`config.mk`:
```
export PLATFORM = sky130hd
export DESIGN_NAME = banked_regfile
export DESIGN_NICKNAME = d
export VERILOG_FILES = /design/src/rtl/rbf_pkg.sv /design/src/rtl/rbf_addr_resolve.sv /design/src/rtl/rbf_store.sv /design/src/rtl/rbf_cfg_regs.sv /design/src/rtl/banked_regfile.sv
export SDC_FILE = /design/constraint.sdc
export NUM_CORES = 1
export LEC_CHECK = 0
export ABC_AREA = 1
export BUFFER_PORTS_ARGS = -buffer_cell sky130_fd_sc_hd__buf_2
export CORE_ASPECT_RATIO = 0.9
export CORE_UTILIZATION = 45
export CTS_CLUSTER_SIZE = 28
export DETAILED_ROUTE_END_ITERATION = 10
export GPL_TIMING_DRIVEN = 1
export PLACE_DENSITY = 0.64
export SYNTH_ARGS = -nofsm -noshare
export SYNTH_HDL_FRONTEND = slang
export SYNTH_SLANG_ARGS = --single-unit
```
`constraint.sdc`:
```
create_clock -name clk -period 2.86 [get_ports clk]
set_input_delay 0.143 -clock clk [delete_from_list [all_inputs] [get_ports clk]]
set_output_delay 0.143 -clock clk [all_outputs]
set_load 0.05 [all_outputs]
```
`src/rtl/rbf_pkg.sv`:
```
package rbf_pkg;

    typedef enum logic [1:0] {
        TGT_NULL,
        TGT_PTR,
        TGT_MEM
    } tgt_e;

    localparam logic [4:0] OPND_INDIRECT = 5'h00;
    localparam logic [4:0] OPND_POINTER  = 5'h04;
    localparam logic [4:0] CFG_SEL_OPT   = 5'h02;
    localparam int unsigned CFG_DIR_BASE = 5;
    localparam int unsigned WIN_SIZE     = 16;

    function automatic int unsigned ptr_width(input int unsigned banks);
        if (banks >= 8)      return 8;
        else if (banks >= 4) return 7;
        else                 return 5;
    endfunction

endpackage

```
`src/rtl/rbf_addr_resolve.sv`:
```
module rbf_addr_resolve
    import rbf_pkg::*;
#(
    parameter int unsigned NUM_BANKS = 4,
    parameter int unsigned PTR_W     = 7,
    parameter int unsigned IDX_W     = 7
) (
    input  logic [4:0]       opnd,
    input  logic [PTR_W-1:0] ptr,
    output tgt_e             tgt,
    output logic [IDX_W-1:0] mem_idx
);
    localparam int unsigned BANK_W = (NUM_BANKS > 1) ? $clog2(NUM_BANKS) : 1;

    logic [4:0]        eff;
    logic [BANK_W-1:0] bank;

    generate
        if (NUM_BANKS > 1) begin : g_banked
            assign bank = ptr[5 +: BANK_W];
        end else begin : g_flat
            assign bank = '0;
        end
    endgenerate

    assign eff = (opnd == OPND_INDIRECT) ? ptr[4:0] : opnd;

    always_comb begin
        unique case (eff)
            OPND_INDIRECT: tgt = TGT_NULL;
            OPND_POINTER:  tgt = TGT_PTR;
            default:       tgt = TGT_MEM;
        endcase
    end

    always_comb begin
        if (eff[4])
            mem_idx = IDX_W'(WIN_SIZE + WIN_SIZE * int'(bank) + int'(eff[3:0]));
        else
            mem_idx = IDX_W'(eff[3:0]);
    end

endmodule

```
`src/rtl/rbf_store.sv`:
```
module rbf_store #(
    parameter int unsigned DEPTH = 80,
    parameter int unsigned IDX_W = 7
) (
    input  logic             clk,
    input  logic             rst_n,
    input  logic             wr_en,
    input  logic [IDX_W-1:0] idx,
    input  logic [7:0]       wr_data,
    output logic [7:0]       rd_val
);
    logic [7:0] mem [DEPTH];

    always_ff @(posedge clk) begin
        if (!rst_n) begin
            for (int i = 0; i < DEPTH; i++) mem[i] <= 8'h00;
        end else if (wr_en && (int'(idx) < DEPTH)) begin
            mem[idx] <= wr_data;
        end
    end

    assign rd_val = (int'(idx) < DEPTH) ? mem[idx] : 8'h00;

    // a write is visible at its location on the following cycle
    a_r1_write_lands: assert property (@(posedge clk) disable iff (!rst_n)
        (wr_en && int'(idx) < DEPTH) |=> (mem[$past(idx)] == $past(wr_data)));

endmodule

```
`src/rtl/rbf_cfg_regs.sv`:
```
module rbf_cfg_regs
    import rbf_pkg::*;
#(
    parameter int unsigned NUM_PORTS = 3
) (
    input  logic                   clk,
    input  logic                   rst_n,
    input  logic                   cfg_wr,
    input  logic [4:0]             sel,
    input  logic [7:0]             acc,
    output logic [7:0]             opt_q,
    output logic [8*NUM_PORTS-1:0] dir_q
);
    always_ff @(posedge clk) begin
        if (!rst_n)                           opt_q <= 8'hFF;
        else if (cfg_wr && sel == CFG_SEL_OPT) opt_q <= acc;
    end

    generate
        for (genvar p = 0; p < NUM_PORTS; p++) begin : g_dir
            localparam logic [4:0] MY_SEL = 5'(CFG_DIR_BASE + p);
            always_ff @(posedge clk) begin
                if (!rst_n)                      dir_q[8*p +: 8] <= 8'hFF;
                else if (cfg_wr && sel == MY_SEL) dir_q[8*p +: 8] <= acc;
            end
        end
    endgenerate

    // selector 2 loads the accumulator into the option register
    a_r7_opt_load: assert property (@(posedge clk) disable iff (!rst_n)
        (cfg_wr && sel == CFG_SEL_OPT) |=> (opt_q == $past(acc)));

    // configuration registers move only on a configuration strobe
    a_r10_opt_quiet: assert property (@(posedge clk) disable iff (!rst_n)
        !cfg_wr |=> $stable(opt_q));
    a_r10_dir_quiet: assert property (@(posedge clk) disable iff (!rst_n)
        !cfg_wr |=> $stable(dir_q));

endmodule

```
`src/rtl/banked_regfile.sv`:
```
module banked_regfile
    import rbf_pkg::*;
#(
    parameter int unsigned NUM_BANKS = 4,
    parameter int unsigned NUM_PORTS = 3
) (
    input  logic                   clk,
    input  logic                   rst_n,
    input  logic [4:0]             file_addr,
    input  logic                   rd_en,
    input  logic                   wr_en,
    input  logic [7:0]             wr_data,
    input  logic [7:0]             acc,
    input  logic                   cfg_wr,
    output logic [7:0]             rd_data,
    output logic [7:0]             opt_q,
    output logic [8*NUM_PORTS-1:0] dir_q
);
    localparam int unsigned PTR_W  = ptr_width(NUM_BANKS);
    localparam int unsigned DEPTH  = WIN_SIZE * (NUM_BANKS + 1);
    localparam int unsigned IDX_W  = $clog2(DEPTH);
    localparam logic [7:0] PTR_ONES = ~8'((9'h1 << PTR_W) - 9'h1);

    logic [PTR_W-1:0] ptr_q;
    tgt_e             tgt;
    logic [IDX_W-1:0] mem_idx;
    logic [7:0]       mem_val;
    logic [7:0]       rd_next;

    rbf_addr_resolve #(
        .NUM_BANKS (NUM_BANKS),
        .PTR_W     (PTR_W),
        .IDX_W     (IDX_W)
    ) u_resolve (
        .opnd    (file_addr),
        .ptr     (ptr_q),
        .tgt     (tgt),
        .mem_idx (mem_idx)
    );

    rbf_store #(
        .DEPTH (DEPTH),
        .IDX_W (IDX_W)
    ) u_store (
        .clk     (clk),
        .rst_n   (rst_n),
        .wr_en   (wr_en && tgt == TGT_MEM),
        .idx     (mem_idx),
        .wr_data (wr_data),
        .rd_val  (mem_val)
    );

    rbf_cfg_regs #(
        .NUM_PORTS (NUM_PORTS)
    ) u_cfg (
        .clk    (clk),
        .rst_n  (rst_n),
        .cfg_wr (cfg_wr),
        .sel    (file_addr),
        .acc    (acc),
        .opt_q  (opt_q),
        .dir_q  (dir_q)
    );

    always_ff @(posedge clk) begin
        if (!rst_n)                         ptr_q <= '0;
        else if (wr_en && tgt == TGT_PTR)   ptr_q <= wr_data[PTR_W-1:0];
    end

    always_comb begin
        unique case (tgt)
            TGT_NULL: rd_next = 8'h00;
            TGT_PTR:  rd_next = PTR_ONES | 8'(ptr_q);
            default:  rd_next = mem_val;
        endcase
    end

    always_ff @(posedge clk) begin
        if (!rst_n)     rd_data <= 8'h00;
        else if (rd_en) rd_data <= rd_next;
    end

    // an indirect access through a null pointer reads zero
    a_r5_null_reads_zero: assert property (@(posedge clk) disable iff (!rst_n)
        (rd_en && file_addr == OPND_INDIRECT && ptr_q[4:0] == 5'h00) |=> (rd_data == 8'h00));

    // unimplemented pointer bits read back as ones
    a_r6_ptr_high_ones: assert property (@(posedge clk) disable iff (!rst_n)
        (rd_en && file_addr == OPND_POINTER) |=> ((rd_data & PTR_ONES) == PTR_ONES));

    // read data holds while no read is requested
    a_r11_rd_hold: assert property (@(posedge clk) disable iff (!rst_n)
        !rd_en |=> $stable(rd_data));

endmodule

```
==> metrics.csv, run 1 <==
metric,value,unit
run status,"finished, final reports clean",
Critical Path Stages,14,
CP Capture Point,rd_data[6]$_SDFFE_PN0P_,
reg2reg setup slack,0.02,ns
root buf cell,clkbuf_16,
IO Port Bufs,65,
Rel. slew slack,0.492,
launching point of the worst reg2reg path,ptr_q[0]$_SDFFE_PN0P_,
Routed Antenna Nets,0,
first-pass iteration count of the detailed router,8,
routed vias,25000,
clk buf depth,3,
Leakage Power,15.1,nW
PD cells,631,nW/um^2
Critical Path RT,3.38,ns
initial antenna violation count,2,
Detailed Route Iter0 Violations,3164,
FF-to-FF End,rd_data[6]$_SDFFE_PN0P_,
CP max stage cell,o21ai_0,
GRT met3 Usage,0.0497,
placed inst area,34500,um^2
Final min period,2.84,ns
WL/cell,20.9,um
synth warn,0,
number of top-level pins,66,
Worst-Margin Slew,0.762,ns
Achievable Freq,352,MHz
Yosys reg bits,703,
Routed WL,94.5,mm
All-Layer GR Usage,0.263,
Clock Latency Late Sink,0.63,ns
cells along the critical path,inv_1 -> nand4_1 -> nand2_4 -> buf_4 -> buf_12 -> nand2_1 -> nand3_1 -> nand3_1 -> nand3_1 -> nand2_1 -> o21ai_0 -> nand3_1 -> nand2_1 -> a21oi_1,
Die ar.,72000,um^2
H-tree levels,3,
slowest cell delay on critical path,0.47,ns
Site Rows,92,
Mapped Cells,3364,
"final std cell area, no fill",37300,um^2
utilization after layout,0.532,
pins over their slew limit,0,
"commonest non-fill, non-tap cells in the layout","nor2_1, nand2_1, edfxtp_1",
"Buf+Inv Stages, Crit Path",3,
Pwr Total,23.5,mW
vias in the first global route,23200,
Max-Cap Viols,0,
first-pass GRT wire length,141,mm
die height,255,um
Worst R2R Path Depth,14,
Crit. End Element,flip-flop,
final period utilization,0.992,
placed insts,4361,
critical path launch point,ptr_q[0]$_SDFFE_PN0P_,
GR Overflow Total,0,
Mapped Avg Cell Area,9.49,um^2
Max Clock Skew,0.0285,ns
Starting Density,0.455,
Worst EP arrival,3.35,ns
GR Util met1,0.378,
Via density,5.53,
critical path type,reg2reg,
gpl congestion,0.938,
Critical Path Most Common Cell,nand3_1,
VDD IR max,0.425,mV
crit path max fanout,40,
ant diodes,0,
setup_tns,0,ns
"Reg clk slew, reported paths",0.06,ns
CTS buffer count,75,
largest net degree at the start of global routing,128,
"non-filler cells, final",4524,
DRC viols,0,
post-synth cell types,29,
TritonCTS clock tree,yes,
Hold Path Class,in2reg,
"commonest non-fill, non-tap cell in the layout",nor2_1,
Worst setup SP type,flip-flop,
Die X,283,um
post-synthesis sequential area ratio,0.647,
fillers,6194,
share of cells above drive strength 1,0.133,
setup ws final,0.0222,ns
GR peak layer,met2,
core area,70100,um^2
Final Hold Fails,0,
synthesis-to-finish area growth,16.8,%
CTS Sinks,703,
Synth Cell Area,31900,um^2
FF/Latch Area,20600,um^2
pre-CTS setup slack,-0.0947,ns
fin nets,3550,
Crit path max-delay family,simple AND/OR/NAND/NOR gates,
Final Setup Violations,0,
M2 GR Usage,0.403,
Fin Hold WS,0.183,ns
DP HPWL,59.9,mm
Multi-input gate area,9970,um^2
-- how the worst min path moves through the flow --
stage | from | to | slack [ns] | cells after the start
after floorplan | wr_data[6] | u_store.mem[80][6]$_DFFE_PP_ | 0.24 | 0
after global placement | acc[2] | u_cfg.opt_q[2]$_SDFFE_PN1P_ | 0.43 | 3
after detailed placement | acc[4] | u_cfg.opt_q[4]$_SDFFE_PN1P_ | 0.43 | 3
after CTS | wr_en | ptr_q[4]$_SDFFE_PN0P_ | 0.13 | 3
after global routing | rst_n | u_cfg.dir_q[2]$_SDFFE_PN1P_ | 0.18 | 3
final | rst_n | u_cfg.dir_q[0]$_SDFFE_PN1P_ | 0.18 | 3
-- cell families after synthesis --
logic type	share of synthesized area
AND/OR/NAND/NOR	0.290
flip-flops	0.647
buffers and inverters	0.0445
AO/OA/AOI/OAI	0.0182
adder cells (fa/ha/maj)	0.000392
other	0.000118
-- sequential cells by signal (all words and copies together), names as in the netlist --
name         cells
ptr_q            7
rd_data          8
u_cfg.dir_q     24
u_cfg.opt_q      8
u_store.mem    656
-- where the power goes --
group / total (mW) / switching, mW / leakage, nW / internal [mW]
combinational: 1.99 / 1.48 / 6.78 / 0.515
sequential: 11.7 / 0.110 / 7.15 / 11.6
clock: 9.85 / 4.06 / 1.21 / 5.79
total: 23.5 / 5.65 / 15.1 / 17.9
-- repair_timing --
item | 4_1_cts | 5_1_grt
hold endpoints to repair | 60 | 0
gates resized for setup | 0 | 3
hold buffers | 16 | 0
setup endpoints to repair | 0 | 190
buffers inserted | 0 | 9
-- worst min-delay path, stage by stage --
cell     delay [ns]
buf_4          0.14
buf_12         0.25
nand3_1        0.17
-- cell usage after synthesis --
library cell | count | area, um^2
inv_1 | 143 | 537
o21ai_4 | 1 | 16.3
edfxtp_1 | 656 | 19700
nor2_4 | 3 | 33.8
nor3_4 | 4 | 65.1
conb_1 | 1 | 3.75
nand2_1 | 764 | 2870
nand4_2 | 1 | 12.5
o21ai_2 | 2 | 17.5
nor2_1 | 765 | 2870
a21oi_1 | 19 | 95.1
clkbuf_1 | 148 | 556
nand3b_1 | 7 | 52.6
buf_1 | 22 | 82.6
buf_4 | 3 | 22.5
nand3_1 | 536 | 2680
nand4_1 | 16 | 100
nor3_1 | 7 | 35.0
nand3_4 | 1 | 17.5
o21ai_0 | 89 | 445
nor2_2 | 16 | 100
nand2_2 | 60 | 375
nor3_2 | 1 | 10.0
o21bai_1 | 1 | 7.51
buf_2 | 37 | 185
ha_1 | 1 | 12.5
inv_2 | 10 | 37.5
dfxtp_1 | 47 | 941
nand3_2 | 3 | 30.0
-- area by class of cell --
type,count,area share
timing repair buffer,277,0.0653
clock buffer,99,0.0550
sequential,703,0.554
multi-input combinational,2313,0.267
clock inverter,39,0.0113
tap,940,0.0316
inverter,153,0.0157
-- metal layers --
| metal | vias up | wire, um |
|---|---|---|
| li1 | 11500 | - |
| met5 | - | 33 |
| met2 | 1249 | 42900 |
| met4 | 4 | 2600 |
| met3 | 189 | 9130 |
| met1 | 12100 | 39900 |
(Power assumes the default switching activity.)
==> run 2: changes to the inputs <==
Settings changed: CORE_MARGIN from default to 3, CORE_UTILIZATION 45 to 49, PLACE_DENSITY 0.64 to 0.69.
==> metrics.csv, run 2 (synthesis results as in run 1) <==
metric,value,unit,change
run status,"finished, final reports clean",,unchanged
Routed Antenna Nets,0,,unchanged
DRC viols,0,,unchanged
share of cells above drive strength 1,0.121,,was 0.133
WL/cell,21.2,um,was 20.9 um
Max-Cap Viols,0,,unchanged
clk buf depth,3,,unchanged
initial antenna violation count,1,,was 2
vias in the first global route,23300,,was 23200
Detailed Route Iter0 Violations,3324,,was 3164
crit path max fanout,10,,was 40
ant diodes,0,,unchanged
number of top-level pins,66,,unchanged
Worst EP arrival,2.98,ns,was 3.35 ns
utilization after layout,0.569,,was 0.532
Multi-input gate area,9960,um^2,was 9970 um^2
GR Overflow Total,0,,unchanged
Die ar.,68200,um^2,was 72000 um^2
H-tree levels,3,,unchanged
cells along the critical path,inv_1 -> o21ai_4 -> buf_4 -> nor2_2 -> inv_2 -> nor2_1 -> inv_1 -> nor2_4 -> nand2_2 -> nand2_1,,was inv_1 -> nand4_1 -> nand2_4 -> buf_4 -> buf_12 -> nand2_1 -> nand3_1 -> nand3_1 -> nand3_1 -> nand2_1 -> o21ai_0 -> nand3_1 -> nand2_1 -> a21oi_1
Worst-Margin Slew,0.816,ns,was 0.762 ns
slowest cell delay on critical path,0.62,ns,was 0.47 ns
"Most flops, register",u_store.mem,,unchanged
CP max stage cell,nor2_4,,was o21ai_0
pins over their slew limit,0,,unchanged
fin nets,3513,,was 3550
first-pass GRT wire length,139,mm,was 141 mm
largest net degree at the start of global routing,128,,unchanged
Hold Path Class,in2reg,,unchanged
"Reg clk slew, reported paths",0.06,ns,about the same
Worst setup SP type,flip-flop,,unchanged
CTS buffer count,70,,was 75
Starting Density,0.496,,was 0.455
Site Rows,88,,was 92
"Buf+Inv Stages, Crit Path",4,,was 3
IO Port Bufs,65,,unchanged
Achievable Freq,371,MHz,was 352 MHz
critical path type,reg2reg,,unchanged
gpl congestion,0.902,,was 0.938
routed vias,25000,,about the same
Leakage Power,14.8,nW,was 15.1 nW
Final Hold Fails,0,,unchanged
CTS Sinks,703,,unchanged
PD cells,617,nW/um^2,was 631 nW/um^2
Die X,275,um,was 283 um
TritonCTS clock tree,yes,,unchanged
Critical Path RT,3.15,ns,was 3.38 ns
Crit. End Element,flip-flop,,unchanged
"commonest non-fill, non-tap cell in the layout",nor2_1,,unchanged
FF/Latch Area,20600,um^2,unchanged
DP HPWL,58.0,mm,was 59.9 mm
Final Setup Violations,0,,unchanged
fillers,5542,,was 6194
Largest register FFs,656,,unchanged
Rel. slew slack,0.456,,was 0.492
die height,248,um,was 255 um
Pwr Total,22.6,mW,was 23.5 mW
Fin Hold WS,0.158,ns,was 0.183 ns
core area,64300,um^2,was 70100 um^2
synthesis-to-finish area growth,14.7,%,was 16.8%
"non-filler cells, final",4395,,was 4524
Top Registers,"u_store.mem x656, u_cfg.dir_q x24",,unchanged
Crit path max-delay family,simple AND/OR/NAND/NOR gates,,unchanged
Via density,5.69,,was 5.53
All-Layer GR Usage,0.272,,was 0.263
Critical Path Most Common Cell,inv_1,,was nand3_1
VDD IR max,0.398,mV,was 0.425 mV
root buf cell,clkbuf_16,,unchanged
final period utilization,0.942,,was 0.992
Clock Latency Late Sink,0.63,ns,about the same
RSZ-0062 raised after global routing,false,,
Max Clock Skew,0.0219,ns,was 0.0285 ns
first-pass iteration count of the detailed router,6,,was 8
"commonest non-fill, non-tap cells in the layout","nor2_1, nand2_1, edfxtp_1",,unchanged
placed insts,4253,,was 4361
Final min period,2.69,ns,was 2.84 ns
Routed WL,93.3,mm,was 94.5 mm
run 2: routing by layer:
metal  vias up  track usage  share of wire
li1      11400            -              -
met4         0        0.112          0.041
met2      1419        0.424           0.46
met3       230       0.0552           0.11
met1     11900        0.376           0.39
met5         -            0              0
run 2: tightest hold or removal path: stages:
cell,delay (ns)
buf_2,0.18
nor3_1,0.11
buf_4,0.17
nand2_1,0.06
nand3_1,0.06
run 2: power breakdown:
| group | internal (mW) | switching [mW] | total (mW) | leakage (nW) |
|---|---|---|---|---|
| registers | 11.6 | 0.110 | 11.7 | 7.15 |
| clock network | 5.04 | 3.86 | 8.90 | 1.06 |
| logic | 0.502 | 1.48 | 1.98 | 6.63 |
| total | 17.1 | 5.45 | 22.6 | 14.8 |
run 2: worst paths after layout:
| kind | slack, ns | cells after the start | from | end |
|---|---|---|---|---|
| worst min register to register | 0.45 | 2 | u_cfg.dir_q[22]$_SDFFE_PN1P_ | u_cfg.dir_q[22]$_SDFFE_PN1P_ |
| worst min-delay path | 0.16 | 5 | file_addr[1] | u_cfg.dir_q[7]$_SDFFE_PN1P_ |
| worst max-delay path | 0.17 | 10 | ptr_q[1]$_SDFFE_PN0P_ | u_store.mem[44][7]$_SDFFCE_PN0P_ |
| worst max register to register | 0.17 | 10 | ptr_q[1]$_SDFFE_PN0P_ | u_store.mem[44][7]$_SDFFCE_PN0P_ |
run 2: metrics by stage:
stage                     TNS [ns]  worst slack [ns]  instance area (um^2)
after global routing             0           0.00710                 36600
after floorplan                  0             0.477                 32000
after global placement           0            0.0507                 34300
final                            0             0.166                 36600
after detailed placement   -0.0352           -0.0352                 34300
after CTS                        0             0.107                 36600
run 2: what timing repair did:
item,in CTS,in global routing
setup buffers,0,0
hold buffers,16,0
hold endpoints to repair,58,0
endpoints found under the setup margin,0,1
resized for setup,0,1
run 2: cell type report:
class                           instances  area share
Clock inverter                         31     0.00626
Multi-Input combinational cell       2313       0.272
Clock buffer                           95      0.0531
Timing Repair Buffer                  245      0.0590
Inverter                              153      0.0160
Tap cell                              855      0.0292
Sequential cell                       703       0.564
